## src/rtl/phase_align_pkg.sv

```systemverilog
package phase_align_pkg;

   // Controller operating state
   typedef enum logic [1:0] {
      PA_IDLE  = 2'd0,
      PA_SWEEP = 2'd1,
      PA_SERVO = 2'd2,
      PA_DONE  = 2'd3
   } pa_state_e;

endpackage

```

## src/rtl/pa_settle_gate.sv

```systemverilog
module pa_settle_gate #(
   parameter int KW = 4
) (
   input  logic          clk,
   input  logic          rst_n,
   input  logic [KW-1:0] settle_k,
   input  logic          reload,
   input  logic          dm_valid,
   input  logic          dm_ovl,
   output logic          win_acc
);

   logic [KW-1:0] skip_q;

   // Count down the windows that still belong to the previous phase
   always_ff @(posedge clk or negedge rst_n) begin
      if (!rst_n) begin
         skip_q <= '0;
      end else if (reload) begin
         skip_q <= settle_k;
      end else if (dm_valid && (skip_q != '0)) begin
         skip_q <= skip_q - {{(KW-1){1'b0}}, 1'b1};
      end
   end

   assign win_acc = dm_valid && (skip_q == '0) && !dm_ovl;

endmodule

```

## src/rtl/pa_peak_track.sv

```systemverilog
module pa_peak_track #(
   parameter int PW       = 16,
   parameter int DW       = 16,
   parameter bit TIE_ON_Q = 1'b1
) (
   input  logic                 clk,
   input  logic                 rst_n,
   input  logic                 clr,
   input  logic                 upd,
   input  logic [PW-1:0]        cur_ph,
   input  logic signed [DW-1:0] cur_i,
   input  logic signed [DW-1:0] cur_q,
   output logic                 cand_wins,
   output logic [PW-1:0]        best_ph
);

   logic signed [DW-1:0] best_i_q;
   logic [DW-1:0]        best_aq_q;
   logic [PW-1:0]        best_ph_q;
   logic                 best_vld_q;
   logic signed [DW-1:0] neg_q;
   logic [DW-1:0]        cur_aq;
   logic                 tie_better;

   assign neg_q  = -cur_q;
   assign cur_aq = cur_q[DW-1] ? $unsigned(neg_q) : $unsigned(cur_q);

   // Variant: quadrature magnitude breaks ties in I, or first point wins
   generate
      if (TIE_ON_Q) begin : g_tie_q
         assign tie_better = (cur_i == best_i_q) && (cur_aq < best_aq_q);
      end else begin : g_tie_first
         assign tie_better = 1'b0;
      end
   endgenerate

   assign cand_wins = !best_vld_q || (cur_i > best_i_q) || tie_better;

   always_ff @(posedge clk or negedge rst_n) begin
      if (!rst_n) begin
         best_vld_q <= 1'b0;
         best_i_q   <= '0;
         best_aq_q  <= '0;
         best_ph_q  <= '0;
      end else if (clr) begin
         best_vld_q <= 1'b0;
      end else if (upd && cand_wins) begin
         best_vld_q <= 1'b1;
         best_i_q   <= cur_i;
         best_aq_q  <= cur_aq;
         best_ph_q  <= cur_ph;
      end
   end

   assign best_ph = best_ph_q;

endmodule

```

## src/rtl/pa_servo_step.sv

```systemverilog
module pa_servo_step #(
   parameter int PW       = 16,
   parameter bit HALVE_EN = 1'b1
) (
   input  logic          clk,
   input  logic          rst_n,
   input  logic          clr,
   input  logic          upd,
   input  logic          q_neg,
   input  logic [PW-1:0] step_init,
   input  logic [PW-1:0] step_min,
   output logic [PW-1:0] step_now
);

   logic [PW-1:0] step_q;
   logic          last_neg_q;
   logic          have_dir_q;
   logic          reversal;
   logic [PW-1:0] halved;

   assign reversal = have_dir_q && (q_neg != last_neg_q);
   assign halved   = step_q >> 1;

   // Variant: binary-search step shrink, or fixed step
   generate
      if (HALVE_EN) begin : g_halve
         assign step_now = !reversal        ? step_q   :
                           (halved < step_min) ? step_min : halved;
      end else begin : g_fixed
         assign step_now = step_q;
      end
   endgenerate

   always_ff @(posedge clk or negedge rst_n) begin
      if (!rst_n) begin
         step_q     <= '0;
         last_neg_q <= 1'b0;
         have_dir_q <= 1'b0;
      end else if (clr) begin
         step_q     <= step_init;
         last_neg_q <= 1'b0;
         have_dir_q <= 1'b0;
      end else if (upd) begin
         step_q     <= step_now;
         last_neg_q <= q_neg;
         have_dir_q <= 1'b1;
      end
   end

   AST_STEP_SHRINKS: assert property (@(posedge clk) disable iff (!rst_n)
      (upd && !clr && (step_q >= step_min)) |=> (step_q <= $past(step_q)));

   AST_STEP_FLOOR: assert property (@(posedge clk) disable iff (!rst_n)
      (upd && !clr && (step_q >= step_min)) |=> (step_q >= $past(step_min)));

endmodule

```

## src/rtl/phase_align_ctrl.sv

```systemverilog
module phase_align_ctrl
   import phase_align_pkg::*;
#(
   parameter int PW       = 16,
   parameter int DW       = 16,
   parameter int KW       = 4,
   parameter int CW       = 8,
   parameter bit TIE_ON_Q = 1'b1,
   parameter bit HALVE_EN = 1'b1
) (
   input  logic                 clk,
   input  logic                 rst_n,
   input  logic                 run,
   input  logic                 mode_servo,
   input  logic [PW-1:0]        sweep_base,
   input  logic [PW-1:0]        sweep_inc,
   input  logic [CW-1:0]        sweep_pts,
   input  logic [KW-1:0]        settle_k,
   input  logic [PW-1:0]        win_lo,
   input  logic [PW-1:0]        win_hi,
   input  logic [PW-1:0]        step_init,
   input  logic [PW-1:0]        step_min,
   input  logic [DW-1:0]        min_level,
   input  logic                 dm_valid,
   input  logic signed [DW-1:0] dm_i,
   input  logic signed [DW-1:0] dm_q,
   input  logic                 dm_ovl,
   output logic [PW-1:0]        phase_off,
   output logic                 done,
   output logic                 win_fault,
   output logic signed [PW-1:0] last_corr
);

   localparam logic [CW:0] IDX_ONE = {{CW{1'b0}}, 1'b1};

   // Elaboration-time parameter checks
   generate
      if (PW < 4 || PW > 32) begin : g_bad_pw
         $error("phase_align_ctrl: PW out of range");
      end
      if (DW < 2 || DW > 32) begin : g_bad_dw
         $error("phase_align_ctrl: DW out of range");
      end
      if (KW < 1 || CW < 1) begin : g_bad_cnt
         $error("phase_align_ctrl: KW and CW must be at least 1");
      end
   endgenerate

   pa_state_e            st_q;
   logic                 run_d_q;
   logic                 run_rise;
   logic [PW-1:0]        ph_q;
   logic [PW-1:0]        pre_ph_q;
   logic [CW-1:0]        idx_q;
   logic [CW:0]          idx_nx;
   logic                 done_q;
   logic                 fault_q;
   logic [PW-1:0]        corr_q;
   logic                 win_acc;
   logic                 sw_acc;
   logic                 sv_acc;
   logic                 sv_move;
   logic                 ph_load;
   logic                 last_pt;
   logic                 cand_wins;
   logic [PW-1:0]        best_ph;
   logic [PW-1:0]        final_ph;
   logic [PW-1:0]        off_lo;
   logic [PW-1:0]        span;
   logic                 in_win;
   logic signed [DW-1:0] neg_i;
   logic [DW-1:0]        abs_i;
   logic                 lvl_ok;
   logic [PW-1:0]        step_now;
   logic [PW-1:0]        servo_next;
   logic [PW-1:0]        servo_corr;

   assign run_rise = run && !run_d_q;

   // Window qualification
   assign sw_acc  = run && win_acc && (st_q == PA_SWEEP);
   assign sv_acc  = run && win_acc && (st_q == PA_SERVO);
   assign neg_i   = -dm_i;
   assign abs_i   = dm_i[DW-1] ? $unsigned(neg_i) : $unsigned(dm_i);
   assign lvl_ok  = abs_i >= min_level;
   assign sv_move = sv_acc && lvl_ok && (dm_q != '0);
   assign ph_load = (run_rise && !mode_servo) || sw_acc || sv_move;

   // Sweep bookkeeping
   assign idx_nx   = {1'b0, idx_q} + IDX_ONE;
   assign last_pt  = idx_nx >= {1'b0, sweep_pts};
   assign final_ph = cand_wins ? ph_q : best_ph;
   assign off_lo   = final_ph - win_lo;
   assign span     = win_hi - win_lo;
   assign in_win   = off_lo <= span;

   // Servo move
   assign servo_next = dm_q[DW-1] ? (ph_q - step_now) : (ph_q + step_now);
   assign servo_corr = dm_q[DW-1] ? ({PW{1'b0}} - step_now) : step_now;

   pa_settle_gate #(.KW(KW)) u_gate (
      .clk      (clk),
      .rst_n    (rst_n),
      .settle_k (settle_k),
      .reload   (ph_load || run_rise),
      .dm_valid (dm_valid),
      .dm_ovl   (dm_ovl),
      .win_acc  (win_acc)
   );

   pa_peak_track #(.PW(PW), .DW(DW), .TIE_ON_Q(TIE_ON_Q)) u_peak (
      .clk       (clk),
      .rst_n     (rst_n),
      .clr       (run_rise && !mode_servo),
      .upd       (sw_acc),
      .cur_ph    (ph_q),
      .cur_i     (dm_i),
      .cur_q     (dm_q),
      .cand_wins (cand_wins),
      .best_ph   (best_ph)
   );

   pa_servo_step #(.PW(PW), .HALVE_EN(HALVE_EN)) u_step (
      .clk       (clk),
      .rst_n     (rst_n),
      .clr       (run_rise && mode_servo),
      .upd       (sv_move),
      .q_neg     (dm_q[DW-1]),
      .step_init (step_init),
      .step_min  (step_min),
      .step_now  (step_now)
   );

   always_ff @(posedge clk or negedge rst_n) begin
      if (!rst_n) begin
         st_q     <= PA_IDLE;
         run_d_q  <= 1'b0;
         ph_q     <= '0;
         pre_ph_q <= '0;
         idx_q    <= '0;
         done_q   <= 1'b0;
         fault_q  <= 1'b0;
         corr_q   <= '0;
      end else begin
         run_d_q <= run;
         if (!run) begin
            st_q <= PA_IDLE;
         end else if (run_rise) begin
            done_q  <= 1'b0;
            fault_q <= 1'b0;
            if (mode_servo) begin
               st_q <= PA_SERVO;
            end else begin
               st_q     <= PA_SWEEP;
               pre_ph_q <= ph_q;
               ph_q     <= sweep_base;
               idx_q    <= '0;
            end
         end else if (sw_acc) begin
            if (last_pt) begin
               ph_q    <= final_ph;
               st_q    <= PA_DONE;
               done_q  <= 1'b1;
               fault_q <= !in_win;
               corr_q  <= final_ph - pre_ph_q;
            end else begin
               ph_q  <= ph_q + sweep_inc;
               idx_q <= idx_nx[CW-1:0];
            end
         end else if (sv_move) begin
            ph_q   <= servo_next;
            corr_q <= servo_corr;
         end
      end
   end

   assign phase_off = ph_q;
   assign done      = done_q;
   assign win_fault = fault_q;
   assign last_corr = $signed(corr_q);

   AST_SETTLE_HOLD: assert property (@(posedge clk) disable iff (!rst_n)
      ((ph_load || run_rise) && (settle_k != '0)) |=> !win_acc);

   AST_OVL_FREEZE: assert property (@(posedge clk) disable iff (!rst_n)
      (dm_valid && dm_ovl && !run_rise) |=> $stable(phase_off));

   AST_LEVEL_GATE: assert property (@(posedge clk) disable iff (!rst_n)
      ((st_q == PA_SERVO) && dm_valid && (abs_i < min_level) && !run_rise) |=> $stable(phase_off));

   AST_FAULT_NEEDS_DONE: assert property (@(posedge clk) disable iff (!rst_n)
      win_fault |-> done);

   AST_IDLE_HOLD: assert property (@(posedge clk) disable iff (!rst_n)
      !run |=> $stable(phase_off));

   AST_DONE_ONLY_SWEEP: assert property (@(posedge clk) disable iff (!rst_n)
      $rose(done) |-> $past(st_q == PA_SWEEP));

endmodule

```

## config.mk

```make
export PLATFORM = sky130hd
export DESIGN_NAME = phase_align_ctrl
export DESIGN_NICKNAME = d
export VERILOG_FILES = /design/src/rtl/phase_align_pkg.sv /design/src/rtl/pa_settle_gate.sv /design/src/rtl/pa_peak_track.sv /design/src/rtl/pa_servo_step.sv /design/src/rtl/phase_align_ctrl.sv
export SDC_FILE = /design/constraint.sdc
export NUM_CORES = 1
export LEC_CHECK = 0
export ABC_AREA = 1
export ABC_CLOCK_PERIOD_IN_PS = 12300
export BUFFER_PORTS_ARGS = -buffer_cell sky130_fd_sc_hd__buf_4
export CORE_ASPECT_RATIO = 1.2
export CORE_MARGIN = 2
export CORE_UTILIZATION = 50
export DETAILED_ROUTE_END_ITERATION = 6
export PLACE_DENSITY = 0.71
export SYNTH_ARGS = -nofsm -noshare
export SYNTH_HDL_FRONTEND = slang
export SYNTH_SLANG_ARGS = --single-unit
```

## constraint.sdc

```tcl
create_clock -name clk -period 12.3 [get_ports clk]
set_input_delay 2.46 -clock clk [delete_from_list [all_inputs] [get_ports clk]]
set_output_delay 2.46 -clock clk [all_outputs]
set_load 0.01 [all_outputs]
```

After elaboration in Yosys (flattened, before gate mapping)
Cells that the tools add are included.
{"block": "word_totals", "out_inout_bits": 34, "regBits": 132, "memories": 0, "ramBits": 0, "latch_bits": 0, "inputBits": 162, "rom_bits": 0}
{"block": "op_classes", "mux": 40, "eq_ne": 9, "n_bitwise": 3, "reduce_logical": 41, "shifts": 0, "mul": 0, "div_mod_pow": 0, "n_addsub": 11, "magnitude_cmp": 6}
{"operator": "$mux W16", "count": 17}
{"operator": "$sub A16 B16 Y16", "count": 4}
{"operator": "$add A16 B16 Y16", "count": 2}
{"operator": "$mux W8", "count": 4}
{"operator": "$neg A16 Y16", "count": 2}
{"operator": "$eq A16 B16 Y1", "count": 1}
{"operator": "$ge A16 B16 Y1", "count": 1}
{"operator": "$gt A16 B16 Y1", "count": 1}
{"operator": "$le A16 B16 Y1", "count": 1}
{"operator": "$lt A15 B16 Y1", "count": 1}
{"operator": "$lt A16 B16 Y1", "count": 1}
{"operator": "$reduce_bool A16 Y1", "count": 1}
{"operator": "$sub A1 B16 Y16 const A", "count": 1}
{"operator": "$logic_and A1 B1 Y1", "count": 14}
{"operator": "$mux W1", "count": 12}
{"operator": "$reduce_bool A2 Y1", "count": 6}
{"operator": "$mux W2", "count": 5}
{"operator": "$add A8 B1 Y9 const B", "count": 1}
{"operator": "$ge A9 B8 Y1", "count": 1}
{"operator": "$reduce_and A3 Y1", "count": 3}
{"operator": "$mux W4", "count": 2}
{"operator": "$reduce_and A4 Y1", "count": 2}
{"operator": "$ne A3 B1 Y1 const B", "count": 2}
{"operator": "$logic_not A1 Y1", "count": 5}
{"operator": "other kinds (12)", "count": 20}

Longest topological paths before layout
{"block": "logic_depth", "depth_word": 12, "depth_mapped": 48}

Modules after synthesis
From an unflattened synthesis, not the netlist that was laid out.
{"block": "hier_totals", "cells_unflattened": 2122, "hier_area_um2": 14268.7}
{"module": "phase_align_ctrl", "n_inst": 1, "cells_each": 1436, "seq_area_each_um2": 1526.5, "area_each_um2": 9168.8}
{"module": "pa_peak_track", "n_inst": 1, "cells_each": 421, "seq_area_each_um2": 1226.2, "area_each_um2": 3125.5}
{"module": "pa_servo_step", "n_inst": 1, "cells_each": 226, "seq_area_each_um2": 450.4, "area_each_um2": 1709.1}
{"module": "pa_settle_gate", "n_inst": 1, "cells_each": 39, "seq_area_each_um2": 100.1, "area_each_um2": 265.3}

Worst setup path before layout
No wires, ideal clock.
{"block": "synth_path", "kind": "input port to flip-flop", "startpoint": "in dm_q[0]", "endpoint": "reg fault_q (netlist: win_fault)", "setup_time_ns": 0.083, "t_arrival_ns": 7.895, "path_slack_ns": 4.322, "path_stages": 48, "required_ns": 12.217, "path_cell_list": "inv_1 ha_1 inv_1 nor3_1 nand2_1 inv_1 nand3_1 o21ai_0 o21ai_0 xor2_1 inv_1 ha_1 nand2_1 o21ai_0 a21oi_1 nand4_1 nand3_1 clkbuf_1 (+12 left out) nor2_1 o21ai_0 nand2_1 nand2_1 inv_1 nand2_1 o21ai_0 xor2_1 inv_1 ha_1 nand2_1 inv_1 nand3_1 nor3_1 nand2_1 o2111ai_1 nand2_1 o21ai_0"}
{"block": "synth_via", "elab_chain_cells": 12}
{"element": "from (decl)", "line": "phase_align_ctrl.sv:26", "source": "input logic signed [DW-1:0] dm_q,"}
{"element": "$neg A16 Y16", "line": "pa_peak_track.sv:25", "source": "assign neg_q = -cur_q;"}
{"element": "$mux W16", "line": "pa_peak_track.sv:26", "source": "assign cur_aq = cur_q[DW-1] ? $unsigned(neg_q) : $unsigned(cur_q);"}
{"element": "via u_peak.cur_aq[14]", "line": "pa_peak_track.sv:22", "source": "logic [DW-1:0] cur_aq;"}
{"element": "$lt A16 B16 Y1", "line": "pa_peak_track.sv:31", "source": "assign tie_better = (cur_i == best_i_q) && (cur_aq < best_aq_q);"}
{"element": "$logic_and A1 B1 Y1", "line": "pa_peak_track.sv:31"}
{"element": "$logic_or A1 B1 Y1", "line": "pa_peak_track.sv:37", "source": "assign cand_wins = !best_vld_q || (cur_i > best_i_q) || tie_better;"}
{"element": "$mux W16", "line": "phase_align_ctrl.sv:92", "source": "assign final_ph = cand_wins ? ph_q : best_ph;"}
{"element": "$sub A16 B16 Y16", "line": "phase_align_ctrl.sv:93", "source": "assign off_lo = final_ph - win_lo;"}
{"element": "$le A16 B16 Y1", "line": "phase_align_ctrl.sv:95", "source": "assign in_win = off_lo <= span;"}
{"element": "$logic_not A1 Y1", "line": "phase_align_ctrl.sv:164", "source": "fault_q <= !in_win;"}
{"element": "$mux W1", "line": "phase_align_ctrl.sv:160", "source": "if (last_pt) begin"}
{"element": "$mux W1", "line": "phase_align_ctrl.sv:159", "source": "end else if (sw_acc) begin"}
{"element": "$mux W1", "line": "phase_align_ctrl.sv:148", "source": "end else if (run_rise) begin"}
{"element": "to (signal assigned)", "line": "phase_align_ctrl.sv:164"}
{"element": "to (decl)", "line": "phase_align_ctrl.sv:57", "source": "logic fault_q;"}
The timed path passes the listed nets, and every way through them passes these cells. The select of a mux whose other input is x is not followed.
A chain may end at the register's enable or synchronous reset.

Worst setup path after layout
{"block": "layout_path", "startpoint": "in dm_q[15]", "endpoint": "reg fault_q (netlist: win_fault)"}
{"block": "layout_via", "elab_chain_cells": 12}
{"element": "$neg A16 Y16", "line": "pa_peak_track.sv:25"}
{"element": "$mux W16 *", "line": "pa_peak_track.sv:26"}
{"element": "via u_peak.cur_aq[15]", "line": "pa_peak_track.sv:22"}
{"element": "$lt A16 B16 Y1 *", "line": "pa_peak_track.sv:31"}
{"element": "$logic_and A1 B1 Y1 *", "line": "pa_peak_track.sv:31"}
{"element": "$logic_or A1 B1 Y1 *", "line": "pa_peak_track.sv:37"}
{"element": "$mux W16 *", "line": "phase_align_ctrl.sv:92"}
{"element": "$sub A16 B16 Y16 *", "line": "phase_align_ctrl.sv:93"}
{"element": "$le A16 B16 Y1 *", "line": "phase_align_ctrl.sv:95"}
{"element": "$logic_not A1 Y1 *", "line": "phase_align_ctrl.sv:164"}
{"element": "$mux W1 *", "line": "phase_align_ctrl.sv:160"}
{"element": "$mux W1 *", "line": "phase_align_ctrl.sv:159"}
{"element": "$mux W1 *", "line": "phase_align_ctrl.sv:148"}
Mark *: on every way through the listed nets, which the timed path passes. The rest lies on a longest branch. The select of a mux whose other input is x is not followed.

==> out/summary.txt <==
================================================================================
Final setup violation count                                                    0
Final core utilization                                                     0.593
Sequential area share after synthesis                                      0.251
Starting density of the core                                               0.504
Final-report max-slew violation count                                          0
Max-cap viol count                                                             0
Cells after Synth                                                           1865
Sum of net half-perimeters after detailed placement                     29500 um
Leakage power                                                            8.19 nW
Die width                                                                 152 um
Initial drt markers                                                          890
Syn. warnings                                                                  0
I/O pin total                                                                196
DRT antenna net count                                                          0
Layout Skew                                                            0.0102 ns
Combined global-route utilization of all metal layers                      0.267
Die extent in y                                                           182 um
Highest attainable clock frequency                                     0.113 GHz
Required time worst endpoint                                            12.66 ns
Total area of multi-input combinational cells                       0.00851 sq mm
Fillers                                                                     2524
Least-Margin Pin Slew                                                   0.878 ns
Most area-consuming cells after synthesis                           sky130_fd_sc_hd__dfrtp_1 (25%), sky130_fd_sc_hd__ha_1 (16%), sky130_fd_sc_hd__nand2_1 (12%)
Cell count of the worst hold path                                              2
Number of nets in the finished design                                       2373
Proportion of layout cells with a drive suffix above 1                     0.144
Clock Tree Root                                                     sky130_fd_sc_hd__clkbuf_16
Total wirelength of the detailed-routed design                          36800 um
Post-synthesis register bit count                                            132
Synthesized-area fraction occupied by and/or/nand/nor cells                0.227
Number of gates given a new drive strength after cts                           0
Worst reg2reg path startpoint                                       u_peak.best_i_q[3]$_DFFE_PN0P_
Cell type with the largest total area after synthesis               sky130_fd_sc_hd__dfrtp_1
Insertion delay to the later sink of the worst-skew pair                 0.44 ns
Number of buffers created by CTS                                              17
Crit-path max FO                                                              48
Total standard cell area after synthesis                            0.0132 sq mm
First-pass GRT wire length                                              60300 um
Hold-fix buffers at CTS                                                        0
Drt drc                                                                        0
Run status                                                          finished clean
Rows                                                                          65
Count of port buffers added during placement                                 195
Wire per inst                                                            15.4 um
Area occupied by registers                                          0.00330 sq mm
Worst setup margin                                                       3.48 ns
Via density per instance                                                    5.42
Max VDD drop                                                              117 uV
CTS clk-pin slew, worst paths                                            0.06 ns
Core Area                                                           0.0261 sq mm
Residual overflow from global routing                                          0
Pin count of the biggest net entering global routing                          84
Max-Slew Margin vs Limit                                                   0.414
CTS tree                                                                     yes
Pre-CTS setup slack                                                      3.08 ns
Mapped Avg Cell Area                                                  7.05 sq um
Min Clock Period, post-route                                             8.82 ns
Hold path startpoint                                                last_corr[11]$_DFFE_PN0P_
Area growth from synthesis to layout                                       17.8%
Sum of internal, switching and leakage power                           0.00266 W
Post-synthesis compound-gate area fraction                                 0.184
Kind of start point of the critical path                              input port
Largest delay contributor family on the critical path               simple AND/OR/NAND/NOR gates
Number of antenna violations at the first check in global routing              0
Vias in the first global route                                             12538
Total negative slack                                                        0 ns
Count of unique library cells instantiated by Yosys                           60
WP data arrival                                                          9.18 ns
Main combinational cell family by area after synthesis              simple AND/OR/NAND/NOR gates
Worst R2R End                                                       win_fault$_DFFE_PN0P_
Xor-xnor portion of the synthesized cell area                             0.0592
Worst R2R Path Depth                                                          40
Most common flop cell mapped by yosys                               sky130_fd_sc_hd__dfrtp_1
Setup repair after global routing missed its margin                        false
Most prevalent standard cell on the critical path                   sky130_fd_sc_hd__nand2_1
Number of buffers and inverters on the critical path                           8
Yosys top cell area share                                                  0.251
Fraction of synthesized area in multiplexers                              0.0119
Max Root-Sink Buffers                                                          2
Category of the worst setup path capture point                          register
Routability cong.                                                          0.955
FFs w/ async S/R, synth                                                     1.00
Post-Syn Nets                                                               2197
Cell area power density                                              172 mW/mm^2
Detailed Routing Iterations Pass 1                                             7
Post-CTS setup buffers                                                         0
Number of synthesized flops with an enable pin                                 0
Slowest-stage cell, CP                                              sky130_fd_sc_hd__clkinv_1
Class of the tightest hold or removal check                         register to register
Floorplan die area                                                  0.0276 sq mm
Max H-tree Level                                                               4
Tcrit/Tclk final                                                           0.717
Reg-to-reg setup timing slack                                            6.49 ns
Post-synthesis adder-cell area fraction                                    0.165
Endpoint of the worst hold-timing path                              last_corr[11]$_DFFE_PN0P_
Slowest cell delay on critical path                                      0.80 ns
Final hold violations                                                          0
Antenna diode count                                                            0
Worst setup path class                                              input port to register
Detailed-route via count                                                   12945
Number of sinks on the clock net                                             132
================================================================================
cell usage in the layout (no fill, tap or decap), types with 10 or more instances in the layout:
master                      count
sky130_fd_sc_hd__nand3_1       86
sky130_fd_sc_hd__xor2_1        68
sky130_fd_sc_hd__o221ai_1      22
sky130_fd_sc_hd__a21oi_1      138
sky130_fd_sc_hd__o211ai_1      20
sky130_fd_sc_hd__nor2_1       110
sky130_fd_sc_hd__buf_4        202
sky130_fd_sc_hd__nand4_1       12
sky130_fd_sc_hd__ha_1         165
sky130_fd_sc_hd__nor3_1        28
sky130_fd_sc_hd__inv_1        298
sky130_fd_sc_hd__o21bai_1      14
sky130_fd_sc_hd__xnor2_1       19
sky130_fd_sc_hd__nand2_2       10
sky130_fd_sc_hd__dfrtp_1      132
sky130_fd_sc_hd__o21a_1        10
sky130_fd_sc_hd__nand2_1      409
sky130_fd_sc_hd__clkbuf_16     17
sky130_fd_sc_hd__mux2_2        13
sky130_fd_sc_hd__o21ai_0      161
per-stage QoR:
stage / hold slack (ns) / area [sq um] / cells
global route: 0.514 / 15500 / 2389
global placement: 0.460 / 14900 / 2357
CTS: 0.484 / 15500 / 2389
floorplan: 0.448 / 13200 / 1865
detailed placement: 0.464 / 14900 / 2357
finish: 0.482 / 15500 / 2389
per-layer routing:
| layer | global-route usage | part of all wire |
|---|---|---|
| met2 | 0.470 | 0.48 |
| met1 | 0.333 | 0.43 |
| met5 | 0 | 0 |
| met4 | 0.103 | 0.033 |
| met3 | 0.0368 | 0.053 |
power breakdown:
part | switching (W) | leakage, nW | internal (W) | total [W]
Clock | 0.000225 | 0.286 | 0.000290 | 0.000515
Sequential | 0.0000959 | 1.74 | 0.000513 | 0.000608
Combinational | 0.000916 | 6.17 | 0.000621 | 0.00154
synthesized netlist by cell type (20+ instances only):
library cell               instances
sky130_fd_sc_hd__nor3_1           28
sky130_fd_sc_hd__nand2_1         409
sky130_fd_sc_hd__dfrtp_1         132
sky130_fd_sc_hd__nor2_1          110
sky130_fd_sc_hd__a21oi_1         138
sky130_fd_sc_hd__xor2_1           68
sky130_fd_sc_hd__o221ai_1         22
sky130_fd_sc_hd__ha_1            165
sky130_fd_sc_hd__o21ai_0         161
sky130_fd_sc_hd__o211ai_1         20
sky130_fd_sc_hd__clkbuf_1         34
sky130_fd_sc_hd__inv_1           298
sky130_fd_sc_hd__nand3_1          87
state kept, by name (all words and copies together) (netlist names), 2 cells and up:
signal / cells
idx_q: 8
last_corr: 16
phase_off: 16
pre_ph_q: 16
st_q: 2
u_gate.skip_q: 4
u_peak.best_aq_q: 16
u_peak.best_i_q: 16
u_peak.best_ph: 16
u_step.step_q: 16
layout make-up:
cell class              count  share of cell area
inverters                 307              0.0744
repair buffers            203              0.0986
clock buffers              18              0.0283
well taps                 335              0.0271
flip-flops and latches    132               0.213
clock inverters            14             0.00905
multi-input cells        1380               0.549
kinds of logic after synthesis:
logic type               after synthesis
AO/OA/AOI/OAI                        417
AND/OR/NAND/NOR                      691
buffers and inverters                353
flip-flops                           132
adder cells (fa/ha/maj)              170
multiplexers                          14
XOR/XNOR                              88
worst register-to-register path: cells and delay by family (launching register included):
family / cells / cell delay (ns)
compound gates: 11 / 2.03
simple gates: 16 / 1.40
fa+ha+maj: 4 / 1.20
buf+inv: 8 / 0.61
flops: 1 / 0.34
xor+xnor: 1 / 0.14
worst max-delay path by stage:
stage / end / startpoint / cells after the start / slack [ns]
after floorplan: win_fault$_DFFE_PN0P_ / dm_q[0] / 48 / 4.32
after global placement: win_fault$_DFFE_PN0P_ / dm_q[15] / 40 / 3.37
after detailed placement: win_fault$_DFFE_PN0P_ / dm_q[15] / 40 / 3.08
after CTS: win_fault$_DFFE_PN0P_ / dm_q[15] / 40 / 3.51
after global routing: win_fault$_DFFE_PN0P_ / dm_q[15] / 40 / 2.73
final: win_fault$_DFFE_PN0P_ / dm_q[15] / 40 / 3.48
No activity file was read; power rests on OpenSTA's default activity.
